`src/rtl/lpm_ctrl.sv`:
```
`timescale 1ns/1ps
module lpm_ctrl #(
  parameter int NIRQ    = 5,
  parameter int MC_CLKS = 12,
  parameter int CW      = 16
) (
  input  logic            clk,
  input  logic            rst_n,
  input  logic            hw_rst,
  input  logic            ctl_wr,
  input  logic            ctl_idle,
  input  logic            ctl_pd,
  input  logic [NIRQ-1:0] irq_req,
  input  logic [NIRQ-1:0] irq_en,
  input  logic [CW-1:0]   settle_cycles,
  output logic            cpu_clk_en,
  output logic            osc_en,
  output logic            ram_wr_inhibit,
  output logic            sfr_rst
);
  localparam int GRACE = 2 * MC_CLKS;

  typedef enum logic [2:0] {
    S_RUN, S_RST, S_IDLE, S_GRACE, S_PD, S_SETTLE
  } st_t;

  st_t st, st_nx;
  logic [CW-1:0] cnt;

  wire wake = |(irq_req & irq_en);
  wire [CW-1:0] settle_lim = (settle_cycles == '0) ? CW'(1) : settle_cycles;
  wire grace_done  = (cnt == CW'(GRACE - 1));
  wire settle_done = (cnt == settle_lim - CW'(1));

  always_comb begin
    st_nx = st;
    unique case (st)
      S_RUN:    if (hw_rst) st_nx = S_RST;
                else if (ctl_wr && ctl_pd) st_nx = S_PD;
                else if (ctl_wr && ctl_idle) st_nx = S_IDLE;
      S_RST:    if (!hw_rst) st_nx = S_RUN;
      S_IDLE:   if (hw_rst) st_nx = S_GRACE;
                else if (wake) st_nx = S_RUN;
      S_GRACE:  if (grace_done) st_nx = S_RST;
      S_PD:     if (hw_rst) st_nx = S_SETTLE;
      S_SETTLE: if (settle_done) st_nx = S_RST;
      default:  st_nx = S_RUN;
    endcase
  end

  always_ff @(posedge clk or negedge rst_n) begin
    if (!rst_n) begin
      st  <= S_RUN;
      cnt <= '0;
    end else begin
      st  <= st_nx;
      cnt <= (st_nx != st) ? '0 : cnt + CW'(1);
    end
  end

  assign cpu_clk_en     = (st == S_RUN) || (st == S_RST) || (st == S_GRACE);
  assign osc_en         = (st != S_PD);
  assign ram_wr_inhibit = (st == S_GRACE);
  assign sfr_rst        = (st == S_RST) || (st == S_SETTLE);
endmodule

```
`config.mk`:
```
export PLATFORM = sky130hd
export DESIGN_NAME = lpm_ctrl
export DESIGN_NICKNAME = d
export VERILOG_FILES = /design/src/rtl/lpm_ctrl.sv
export SDC_FILE = /design/constraint.sdc
export NUM_CORES = 1
export LEC_CHECK = 0
export BUFFER_PORTS_ARGS = -buffer_cell sky130_fd_sc_hd__buf_2
export CAP_MARGIN = 20
export CORE_MARGIN = 4
export CORE_UTILIZATION = 55
export DETAILED_ROUTE_END_ITERATION = 6
export PLACE_DENSITY = 0.8
export SKIP_CTS_REPAIR_TIMING = 1
export SYNTH_ARGS = -nofsm -noshare
export SYNTH_HDL_FRONTEND = slang
export SYNTH_SLANG_ARGS = --single-unit
```
`constraint.sdc`:
```
create_clock -name clk -period 4.9 [get_ports clk]
set_clock_uncertainty 0.2 [all_clocks]
set_input_delay 0 -clock clk [delete_from_list [all_inputs] [get_ports clk]]
set_output_delay 0 -clock clk [all_outputs]
set_load 0.01 [all_outputs]
```
**After elaboration in Yosys (flattened, before gate mapping)**

Cells that the tools add are included.
W data, S select, Z words.

- Logic and storage cells: 34
- Bits of input ports: 32
- Output and inout bits: 4
- Flip-flop bits (word level): 19

- Eq/ne operators: 9
- Add/subtract/negate cells: 2
- Mux-type cells: 12
- Bitwise logic cells: 1
- Reduce and logical (&&, ||, !) cells: 8

Operators by type and width:

| operator | number |
|---|---|
| $mux W16 | 2 |
| $mux W3 | 9 |
| $pmux W3 S6 | 1 |
| $add A16 B1 Y16 const B | 1 |
| $eq A16 B16 Y1 | 1 |
| $eq A16 B5 Y1 const B | 1 |
| $logic_not A16 Y1 | 1 |
| $sub A16 B1 Y16 const B | 1 |
| $eq A3 B2 Y1 const B | 2 |
| $eq A3 B3 Y1 const B | 2 |
| $and A5 B5 Y5 | 1 |
| $reduce_or A5 Y1 | 1 |
| $eq A3 B1 Y1 const B | 1 |
| $logic_not A3 Y1 | 1 |
| $logic_or A1 B1 Y1 | 3 |
| $ne A3 B3 Y1 | 1 |
| $ne A3 B3 Y1 const B | 1 |
| $logic_and A1 B1 Y1 | 2 |

**Longest topological paths before layout**

Gate-level depths: netlist of run 1.

- Depth in word-level cells: 8
- Depth in mapped cells: 13

**Worst setup path after synthesis of run 1**

No wires, ideal clock.

- Path type: input to register
- From: in settle_cycles[9]
- To: reg cnt[10]
- Data arrival time: 2.762 ns
- Library setup time: 0.140 ns
- Setup slack: 1.798 ns
- Required time: 4.560 ns
- Stages: 13
- Path buffers: 2
- Cell sequence: buf_2 -> or4_1 -> nand4b_4 -> nor3_1 -> nor2_1 -> ha_1 -> nor2b_1 -> or3_1 -> a31oi_1 -> o311ai_2 -> nor4_4 -> buf_6 -> a211oi_1

- Word-level cells in the longest chain between the ends: 8

Ends and longest elaborated chain:

| element | line | text |
|---|---|---|
| start: declaration | 15 | `input logic [CW-1:0] settle_cycles,` |
| $logic_not A16 Y1 | 31 | `wire [CW-1:0] settle_lim = (settle_cycles == '0) ? CW'(1) : settle_cycles;` |
| $mux W16 (*) | 31 |  |
| $sub A16 B1 Y16 (*) | 33 | `wire settle_done = (cnt == settle_lim - CW'(1));` |
| $eq A16 B16 Y1 (*) | 33 |  |
| $mux W3 (*) | 46 | `S_SETTLE: if (settle_done) st_nx = S_RST;` |
| $pmux W3 S6 (*) | 37 | `unique case (st)` |
| $ne A3 B3 Y1 (*) | 57 | `cnt <= (st_nx != st) ? '0 : cnt + CW'(1);` |
| $mux W16 (*) | 57 |  |
| end signal: assignment | 57 |  |
| end: declaration | 28 | `logic [CW-1:0] cnt;` |

Every way passes the cells marked *; elsewhere a longest branch is shown, timed or not.

**Worst setup path in the final report of run 1**

- From: in settle_cycles[9]
- To: reg st[2]

- Word-level cells in the longest chain between the ends: 6

Ends and longest elaborated chain:

| element | line | text |
|---|---|---|
| $logic_not A16 Y1 | 31 |  |
| $mux W16 (*) | 31 |  |
| $sub A16 B1 Y16 (*) | 33 |  |
| $eq A16 B16 Y1 (*) | 33 |  |
| $mux W3 (*) | 46 |  |
| $pmux W3 S6 (*) | 37 |  |
| net st_nx[2] | 27 | `st_t st, st_nx;` |
| end signal: assignment | 56 | `st <= st_nx;` |
| end: declaration | 27 |  |

Mark *: on every way through the listed nets, which the timed path passes. The rest lies on a longest branch.

==> summary.txt, run 1 <==
STA
  – Final Critical Period: about 3.4 ns
  – Max Freq: approximately 300 MHz
  – Rel. slew slack: 0.3679
  – Fin crit share: 0.6873
  – Final setup TNS: 0 ns
  – Final Max Tran Viols: 0
  – Hold_ws: -0.03297 ns
  – Worst Tran Pin Value: between 0.9 and 1 ns
  – Fin. Hold Viols: 1
  – Setup Viol. Count Final: 0
  – RSZ-0062 raised after global routing: false

Synth
  – Asr flop ratio synth: 1.000
  – Synth Register Bits: 19
  – Post-Synthesis Cells: slightly above 200
  – Top post-synthesis cells by count: xnor2_1 (20), dfrtp_1 (19), a211oi_1 (15), nor2_1 (15)
  – Top-count cell post-synth: xnor2_1
  – Top post-synthesis cells by area: dfrtp_1 (27%), xnor2_1 (9.9%), a211oi_1 (6.4%)
  – Area leader, netlist: dfrtp_1
  – Sequential fraction of the synthesis area: 0.2699
  – Post-synthesis cell area: 1762 um2
  – Syn Nets: approximately 240
  – EDFF count, synth: 0
  – Synthesis Warnings: 0
  – Top_reg_cell synth: dfrtp_1
  – Synthesized area per cell: 8.594 um2
  – Share of the synthesized area in the top cell type: 0.2699
  – Synth cell types: 52

Clock network
  – Clk_lat worst skew: 0.31 ns
  – Root buf cell: clkbuf_4
  – H-tree depth: 1
  – Clock Path Buffers: 2
  – Num CTS Buffers: 3
  – CTS tree: yes
  – Clock tree sinks: 19
  – Clock-pin transition on the worst setup and hold timing paths: ~0.11 ns

Global routing
  – Number of global-route vias before repair: 1562
  – Largest net degree at the start of global routing: 20
  – GRT Util Overall: 0.2094
  – Initial antenna violation count: 0
  – First-pass GRT wire length: 7051 um
  – Grt ovf: 0

Detailed routing
  – DR pass1 iterations: 4
  – Final wirelength: 4301 um
  – DRT iter0 DRCs: 131
  – Final ANT Viol Nets: 0
  – DR vias/cell: between 6 and 7
  – Vias: between 1500 and 2000
  – # DRC: 0
  – Wirelength per Cell: 15.14 um

Cells and area
  – Layout cells sized above 1: 0.2042
  – Nets: roughly 280
  – Multi-input gate area: between 1000 and 1500 um2
  – Final Cell Area: a little over 2000 um2
  – Layout area overhead: 15.84%
  – # diodes: 0
  – Flip-flop and latch area: between 400 and 500 um2
  – Fillers: 270

Worst hold path
  – Worst hold path class: in2reg

Worst setup path
  – Slowest stage cell, crit path: nor4_4
  – Crit Path Class: in2reg
  – Required @ worst endpoint: ~4.9 ns
  – CP top delay family: simple AND/OR/NAND/NOR gates
  – Critical path, cell by cell: buf_2 -> or4_1 -> nand4b_4 -> nor3_1 -> nor2_1 -> ha_1 -> nor2b_1 -> or3_1 -> a31oi_1 -> o311ai_2 -> nor4_4 -> a311oi_1
  – Worst setup SP type: input port
  – Crit path buf inv count: 1
  – CP max FO: 17
  – Critical Path Max Stage Delay: approximately 0.8 ns
  – CP Data Arrival Time: about 3.3 ns
  – Critical Path End Type: flip-flop

Die
  – Core area: 3053 um2
  – Initial Util: 0.5770
  – Ports: 36
  – Die Ht: roughly 65 um
  – Die area: between 4000 and 5000 um2
  – Core Rows: 20
  – Die width: ~65 um

Power
  – P_leak: around 0.8 nW
  – Worst vdd ir: about 170 uV
  – PwrDens: around 250 nW/um2

Place
  – DP Area: slightly below 2000 um2
  – Port bufs: 35
  – RePlAce Congestion: 0.8933
  – Dpl hpwl: about 3200 um

Status
  – Status: finished with violations
  – Failing checks: hold timing

Job
  – Max cap viols: 0
[worst reg2reg max path, cell delays in order, from the launching register on]
cell and delay (ns):
dfrtp_1 0.47, xnor2_1 0.17, or3_1 0.37, a211oi_2 0.24
o311ai_2 0.15, nor4_4 0.80, a311oi_1 0.20
[power breakdown]
part / internal, W / total, W / switching (W) / leakage (nW)
clock network: 0.0000306 / 0.0000826 / 0.0000520 / 0.0177
registers: 0.000177 / 0.000217 / 0.0000393 / 0.254
logic: 0.0000941 / 0.000211 / 0.000117 / 0.531
total: 0.000302 / 0.000510 / 0.000208 / 0.803
[metal layers]
metal / vias to the layer above / part of all wire / wire, um / track usage
met1: 809 / 0.44 / 1911 / 0.2737
met3: 7 / 0.044 / 189 / 0.02600
met4: 0 / 0.019 / 82 / 0.07916
met5: - / 0 / 0 / 0
met2: 48 / 0.49 / 2118 / 0.3518
li1: 854 / - / - / -
[placed cells by master, fill, tap and decap left out, drive strengths merged, types with 3 or more instances in the layout]
| cell | n |
|---|---|
| buf | 36 |
| nand3 | 7 |
| nand4 | 6 |
| a31oi | 4 |
| a211oi | 17 |
| nor2 | 15 |
| xor2 | 11 |
| inv | 6 |
| nor3b | 3 |
| and4 | 3 |
| a22oi | 3 |
| or3 | 3 |
| o21ai | 6 |
| dfrtp | 19 |
| clkbuf | 3 |
| nor2b | 3 |
| o311ai | 3 |
| nor3 | 8 |
| dlygate4sd3 | 8 |
| nor4b | 4 |
| xnor2 | 20 |
| nand2 | 11 |
| nand2b | 4 |
| nor4 | 5 |
| a21oi | 4 |
[through the flow]
step | total power, W | utilization | worst slack (ns) | std cells
after floorplan | 0.0003519 | - | 1.798 | 205
after global placement | 0.0004112 | 0.6332 | 1.340 | 272
after detailed placement | 0.0004152 | 0.6332 | 1.202 | 272
after CTS | 0.0004974 | 0.6422 | 1.549 | 276
after global routing | 0.0005455 | 0.6684 | 1.249 | 284
final | 0.0005100 | 0.6684 | 1.532 | 284
[path summary, 6_finish.rpt]
path / startpoint / end / slack [ns] / depth (start not counted)
setup reg to reg: cnt[6] / st[2] / 2.16 / 6
min in group asynchronous: rst_n / st[1] / 0.42 / 3
hold / removal: irq_en[4] / st[1] / -0.03 / 6
max in group asynchronous: rst_n / cnt[10] / 2.91 / 4
setup / recovery: settle_cycles[9] / st[2] / 1.53 / 12
hold reg to reg: cnt[0] / cnt[0] / 0.36 / 1
[state kept, by name, summed over array words and instances (netlist names)]
| name | cells |
|---|---|
| cnt | 16 |
| st | 3 |
[final cells by class]
cell class | count | area share
Clock inverter | 1 | 0.002452
Tap cell | 44 | 0.02698
Clock buffer | 3 | 0.01104
Sequential cell | 19 | 0.2330
Timing Repair Buffer | 44 | 0.1288
Multi-Input combinational cell | 167 | 0.5868
Inverter | 6 | 0.01104
[cell families (layout without fill, tap and decap cells)]
family                     after synthesis  count (layout)  share of synthesized area
and+or+nand+nor                         84              84                     0.2940
AOI/OAI and AO/OA                       50              50                     0.2173
xor gates and xnor gates                31              31                     0.1541
DFF                                     19              19                     0.2699
buffers and inverters                   19              54                    0.05042
adders and majority gates                2               2                    0.01420
(Power assumes the default switching activity.)
==> run 2: changes to the inputs <==
--- a/config.mk
+++ b/config.mk
@@ -8,9 +8,9 @@
 export BUFFER_PORTS_ARGS = -buffer_cell sky130_fd_sc_hd__buf_2
 export CAP_MARGIN = 20
 export CORE_MARGIN = 4
-export CORE_UTILIZATION = 55
+export CORE_UTILIZATION = 50
 export DETAILED_ROUTE_END_ITERATION = 6
-export PLACE_DENSITY = 0.8
+export PLACE_DENSITY = 0.77
 export SKIP_CTS_REPAIR_TIMING = 1
 export SYNTH_ARGS = -nofsm -noshare
 export SYNTH_HDL_FRONTEND = slang
==> constraint.sdc (replaced) <==
create_clock -name clk -period 2.87 [get_ports clk]
set_clock_uncertainty 0.2 [all_clocks]
set_input_delay 0 -clock clk [delete_from_list [all_inputs] [get_ports clk]]
set_output_delay 0 -clock clk [all_outputs]
set_load 0.01 [all_outputs]
==> summary.txt, run 2 (same netlist as run 1, synthesis figures left out) <==
Power
  – P_leak: 0.8963 nW (was 0.8034 nW)
  – Worst vdd ir: 271.6 uV (was 173.9 uV)
  – PwrDens: 403.1 nW/um2 (was 249.9 nW/um2)

Detailed routing
  – DR vias/cell: 5.980 (was 6.049)
  – Final ANT Viol Nets: 0 (unchanged)
  – # DRC: 0 (unchanged)
  – DRT iter0 DRCs: 131 (unchanged)
  – DR pass1 iterations: 4 (unchanged)
  – Wirelength per Cell: 15.19 um (was 15.14 um)
  – Vias: 1812 (was 1718)
  – Final wirelength: 4602 um (was 4301 um)

Cells and area
  – Fillers: 302 (was 270)
  – Most frequent cells in the layout: buf_2 (35), xnor2_1 (20), dfrtp_1 (19) (unchanged)
  – Max FFs per register: 16 (unchanged)
  – Top flop regs: cnt x16, st x3 (unchanged)
  – Nets: 292 (was 275)
  – Layout area overhead: 26.07% (was 15.84%)
  – Reg with most FFs: cnt (unchanged)
  – Final Cell Area: 2221 um2 (was 2041 um2)
  – # diodes: 0 (unchanged)
  – Most common cell after layout, fill and taps aside: buf_2 (unchanged)
  – Layout cells sized above 1: 0.2646 (was 0.2042)

STA
  – Rel. slew slack: 0.3982 (was 0.3679)
  – Setup ws final: 0.3089 ns (was 1.532 ns)
  – Fin. Hold Viols: 0 (was 1)
  – RSZ-0062 raised after global routing: false (unchanged)
  – Final setup TNS: 0 ns (unchanged)
  – Worst Tran Pin Value: 0.8997 ns (was 0.9411 ns)
  – Fin crit share: 0.8924
  – Max Freq: a little under 400 MHz
  – Setup Viol. Count Final: 0 (unchanged)
  – Final Max Tran Viols: 0 (unchanged)
  – Final Critical Period: 2.561 ns

Place
  – DP Area: 2095 um2 (was 1933 um2)
  – Dpl hpwl: 3412 um (was 3212 um)
  – RePlAce Congestion: 0.8918 (was 0.8933)
  – Setup WS pre-CTS: 0.002291 ns (was 1.202 ns)
  – Port bufs: 35 (unchanged)

Die
  – Ports: 36 (unchanged)
  – Die area: 4537 um2 (was 4173 um2)
  – Die Ht: 67.36 um (was 64.60 um)
  – Core area: 3363 um2 (was 3053 um2)
  – Die width: 67.36 um (was 64.60 um)
  – Initial Util: 0.5238 (was 0.5770)
  – Core Rows: 21 (was 20)

Clock network
  – Root buf cell: clkbuf_4 (unchanged)
  – H-tree depth: 1 (unchanged)
  – Clock tree sinks: 19 (unchanged)
  – Clk_lat worst skew: 0.30 ns (was 0.31 ns)
  – Clock Path Buffers: 2 (unchanged)
  – Num CTS Buffers: 3 (unchanged)
  – CTS tree: yes (unchanged)
  – Clock-pin transition on the worst setup and hold timing paths: 0.11 ns (about the same)

Worst setup path
  – Crit Path Class: in2reg (unchanged)
  – Critical Path End Type: flip-flop (unchanged)
  – CP max FO: 17 (unchanged)
  – FF-to-FF setup slack: 0.31 ns (was 2.16 ns)
  – R2r endpoint: st[1] (was st[2])
  – R2r worst-path depth: 7 (was 6)
  – Required @ worst endpoint: 2.84 ns (was 4.86 ns)
  – Worst setup SP type: input port (unchanged)
  – CP Data Arrival Time: 2.53 ns (was 3.33 ns)
  – Crit Reg-Reg Startpoint: st[0] (was cnt[6])

Global routing
  – Initial antenna violation count: 0 (unchanged)
  – Largest net degree at the start of global routing: 20 (unchanged)
  – Grt ovf: 0 (unchanged)
  – First-pass GRT wire length: 7100 um (was 7051 um)
  – Number of global-route vias before repair: 1649 (was 1562)
  – GRT Util Overall: 0.2022 (was 0.2094)

Worst hold path
  – Hold_sp: irq_en[3] (was irq_en[4])
  – Hold Crit Depth: 6 (unchanged)
  – Hold Path End: st[1] (unchanged)
  – Worst hold path class: in2reg (unchanged)

Status
  – Status: complete, no violations (was finished with violations)

Job
  – Max cap viols: 0 (unchanged)
run 2: layout make-up:
cell class | instances | area [um2] | area share
sequential | 19 | 475.5 | 0.2141
clock buffer | 4 | 26.28 | 0.01183
inverter | 6 | 22.52 | 0.01014
tap | 46 | 57.56 | 0.02592
multi-input combinational | 167 | 1231 | 0.5544
timing repair buffer | 61 | 407.9 | 0.1837
run 2: worst max-delay path by stage:
| stage | from | end | slack (ns) | cells past startpoint |
|---|---|---|---|---|
| 4_1_cts | settle_cycles[8] | st[2] | 0.32 | 13 |
| 2_1_floorplan | settle_cycles[9] | cnt[10] | 0.005 | 13 |
| 5_1_grt | settle_cycles[8] | st[2] | 0.17 | 13 |
| 6_report | settle_cycles[8] | st[2] | 0.31 | 13 |
| 3_3_place_gp | settle_cycles[8] | st[2] | 0.02 | 13 |
| 3_5_place_dp | settle_cycles[8] | st[2] | 0.002 | 13 |
run 2: worst max-delay path: stages:
cell	delay, ns
buf_2	0.10
or4_4	0.52
nand4b_4	0.19
nor3_2	0.18
nor2_1	0.07
ha_2	0.19
nor2b_4	0.13
or3_1	0.33
a31oi_1	0.17
o311ai_2	0.15
nor4_4	0.20
buf_12	0.19
a311oi_1	0.11
run 2: per-layer routing:
metal	vias to the layer above	routed length, um	track usage
met5	-	0	0
met4	0	142	0.09114
met3	18	228	0.03494
met2	59	2259	0.3276
met1	853	1971	0.2621
li1	882	-	-
run 2: metrics by stage:
step,instances,hold WS [ns],power (W),util
after floorplan,205,-0.4956,0.0006039,-
after global placement,289,-0.2375,0.0007279,0.6228
after detailed placement,289,-0.2333,0.0007366,0.6228
after CTS,293,-0.5579,0.0008706,0.6306
after global routing,303,0.02828,0.0009607,0.6603
final,303,0.0006848,0.0008951,0.6603
run 2: power by group:
group / switching, W / leakage, nW / total [W] / internal (W)
logic: 0.000206 / 0.627 / 0.000391 / 0.000184
clock network: 0.0000800 / 0.0150 / 0.000134 / 0.0000541
registers: 0.0000677 / 0.254 / 0.000370 / 0.000303
total: 0.000354 / 0.896 / 0.000895 / 0.000541
==> run 3: changes to the inputs <==
--- a/config.mk
+++ b/config.mk
@@ -7,10 +7,12 @@
 export LEC_CHECK = 0
 export BUFFER_PORTS_ARGS = -buffer_cell sky130_fd_sc_hd__buf_2
 export CAP_MARGIN = 20
+export CELL_PAD_IN_SITES_DETAIL_PLACEMENT = 1
+export CELL_PAD_IN_SITES_GLOBAL_PLACEMENT = 2
 export CORE_MARGIN = 4
-export CORE_UTILIZATION = 50
+export CORE_UTILIZATION = 29
 export DETAILED_ROUTE_END_ITERATION = 6
-export PLACE_DENSITY = 0.77
+export PLACE_DENSITY_LB_ADDON = 0.1
 export SKIP_CTS_REPAIR_TIMING = 1
 export SYNTH_ARGS = -nofsm -noshare
 export SYNTH_HDL_FRONTEND = slang
==> summary.txt, run 3 (same netlist as run 1, synthesis figures left out) <==
Status
  – Status: finished with violations (was complete, no violations)
  – Failing checks: hold timing

Die
  – Core Rows: 28 (was 21)
  – Die Ht: 85.94 um (was 67.36 um)
  – Initial Util: 0.2975 (was 0.5238)
  – Ports: 36 (unchanged)
  – Die area: 7386 um2 (was 4537 um2)
  – Core area: 5921 um2 (was 3363 um2)
  – Die width: 85.94 um (was 67.36 um)

Worst setup path
  – Slowest stage cell, crit path: or4_4 (unchanged)
  – Worst setup SP type: input port (unchanged)
  – Critical Path End Type: flip-flop (unchanged)
  – CP Data Arrival Time: 2.61 ns (was 2.53 ns)
  – Critical path, cell by cell: buf_2 -> or4_4 -> nand4b_4 -> nor3_2 -> nor2_1 -> ha_2 -> nor2b_4 -> or3_1 -> a31oi_1 -> o311ai_2 -> nor4_4 -> buf_12 -> a311oi_1 (unchanged)
  – R2r endpoint: cnt[1] (was st[1])
  – Crit Path Class: in2reg (unchanged)
  – CP top delay family: simple AND/OR/NAND/NOR gates (unchanged)
  – CP max FO: 17 (unchanged)
  – Crit path buf inv count: 2 (unchanged)
  – CP Depth: 13 (unchanged)
  – Crit Reg-Reg Startpoint: cnt[12] (was st[0])
  – FF-to-FF setup slack: 0.39 ns (was 0.31 ns)
  – Required @ worst endpoint: 2.79 ns (was 2.84 ns)
  – Critical Path Max Stage Delay: 0.53 ns (was 0.52 ns)
  – R2r worst-path depth: 7 (unchanged)

STA
  – Final Critical Period: 2.688 ns (was 2.561 ns)
  – Hold_ws: -0.01615 ns (was 0.0006848 ns)
  – RSZ-0062 raised after global routing: false (unchanged)
  – Worst Tran Pin Value: 0.6511 ns (was 0.8997 ns)
  – Final Max Tran Viols: 0 (unchanged)
  – Fin crit share: 0.9367 (was 0.8924)
  – Max Freq: 372.0 MHz (was 390.5 MHz)
  – Fin. Hold Viols: 1 (was 0)
  – Rel. slew slack: 0.5659 (was 0.3982)
  – Setup Viol. Count Final: 0 (unchanged)

Global routing
  – Number of global-route vias before repair: 1908 (was 1649)
  – GRT Util Overall: 0.1548 (was 0.2022)
  – Largest net degree at the start of global routing: 20 (unchanged)
  – Initial antenna violation count: 0 (unchanged)
  – Grt ovf: 0 (unchanged)
  – First-pass GRT wire length: 9349 um (was 7100 um)

Power
  – PwrDens: 430.4 nW/um2 (was 403.1 nW/um2)
  – P_leak: 0.9217 nW (was 0.8963 nW)
  – Worst vdd ir: 297.6 uV (was 271.6 uV)

Detailed routing
  – DR vias/cell: 5.389 (was 5.980)
  – # DRC: 0 (unchanged)
  – Final ANT Viol Nets: 0 (unchanged)
  – Final wirelength: 5578 um (was 4602 um)
  – Wirelength per Cell: 16.70 um (was 15.19 um)
  – Vias: 1800 (was 1812)
  – DRT iter0 DRCs: 32 (was 131)
  – DR pass1 iterations: 4 (unchanged)

Clock network
  – Clk_lat worst skew: 0.25 ns (was 0.30 ns)
  – Num CTS Buffers: 3 (unchanged)
  – Clock Path Buffers: 2 (unchanged)
  – H-tree depth: 1 (unchanged)
  – CTS tree: yes (unchanged)
  – Clock tree sinks: 19 (unchanged)
  – Root buf cell: clkbuf_8 (was clkbuf_4)
  – Clock-pin transition on the worst setup and hold timing paths: 0.07 ns (was 0.11 ns)

Place
  – Placed insts: 326 (was 289)
  – RePlAce Congestion: 0.7761 (was 0.8918)
  – Port bufs: 35 (unchanged)
  – Dpl hpwl: 4592 um (was 3412 um)

Cells and area
  – Nets: 294 (was 292)
  – Layout area overhead: 29.40% (was 26.07%)
  – Final Non-Filler Cells: 334 (was 303)
  – Layout cells sized above 1: 0.2934 (was 0.2646)
  – Top flop regs: cnt x16, st x3 (unchanged)
  – Reg with most FFs: cnt (unchanged)
  – Fillers: 718 (was 302)
  – Layout Utilization: 0.3850 (was 0.6603)
  – # diodes: 0 (unchanged)
  – Most frequent cells in the layout: buf_2 (35), buf_4 (22), xnor2_1 (20) (was buf_2 (35), xnor2_1 (20), dfrtp_1 (19))
  – Max FFs per register: 16 (unchanged)
  – Most common cell after layout, fill and taps aside: buf_2 (unchanged)

Job
  – Max cap viols: 0 (unchanged)

Worst hold path
  – Worst hold path class: in2reg (unchanged)
  – Hold_sp: ctl_idle (was irq_en[3])
  – Hold Crit Depth: 5 (was 6)
  – Hold Path End: st[1] (unchanged)
## run 3: worst max-delay path by stage
stage	endpoint	start
after floorplan	cnt[10]	settle_cycles[9]
after global placement	cnt[15]	settle_cycles[8]
after detailed placement	cnt[13]	settle_cycles[8]
after CTS	cnt[13]	settle_cycles[8]
after global routing	cnt[13]	settle_cycles[8]
final	st[2]	settle_cycles[8]
## run 3: per-stage QoR
stage	setup TNS [ns]	worst slack [ns]	instance area, um2	power [W]
final	0	0.1816	2280	0.0009812
after global routing	0	0.06177	2280	0.001053
after CTS	0	0.1692	2240	0.0009816
after detailed placement	-1.302	-0.09978	2195	0.0007939
after global placement	-1.161	-0.07557	2183	0.0007547
after floorplan	0	0.004898	1798	0.0006039
## run 3: layer usage
metal / vias to the layer above / part of all wire / routed length (um) / global-route usage
met2: 29 / 0.53 / 2964 / 0.2908
met3: 4 / 0.032 / 180 / 0.01921
met5: - / 0 / 0 / 0
met4: 0 / 0.0099 / 55 / 0.04029
li1: 881 / - / - / -
met1: 886 / 0.43 / 2378 / 0.1834
## run 3: worst register-to-register path: cells and delay by family, from the launching register on
family                 cells  cell delay [ns]
AOI/OAI and AO/OA          3             0.70
buffers and inverters      1             0.24
DFF                        1             0.39
and+or+nand+nor            3             0.83
## run 3: power breakdown
group          internal [W]  total, W  leakage, nW  switching, W
Clock             0.0000984  0.000182       0.0228     0.0000838
Combinational      0.000200  0.000451        0.645      0.000251
Sequential         0.000303  0.000348        0.254     0.0000449
Total              0.000602  0.000981        0.922      0.000380
## run 3: cell type report
type	count	area, um2	share of cell area
clock buffer	4	45.04	0.01976
sequential	19	475.5	0.2086
timing repair buffer	63	411.6	0.1806
tap	75	93.84	0.04116
multi-input combinational	167	1231	0.5401
inverter	6	22.52	0.009879
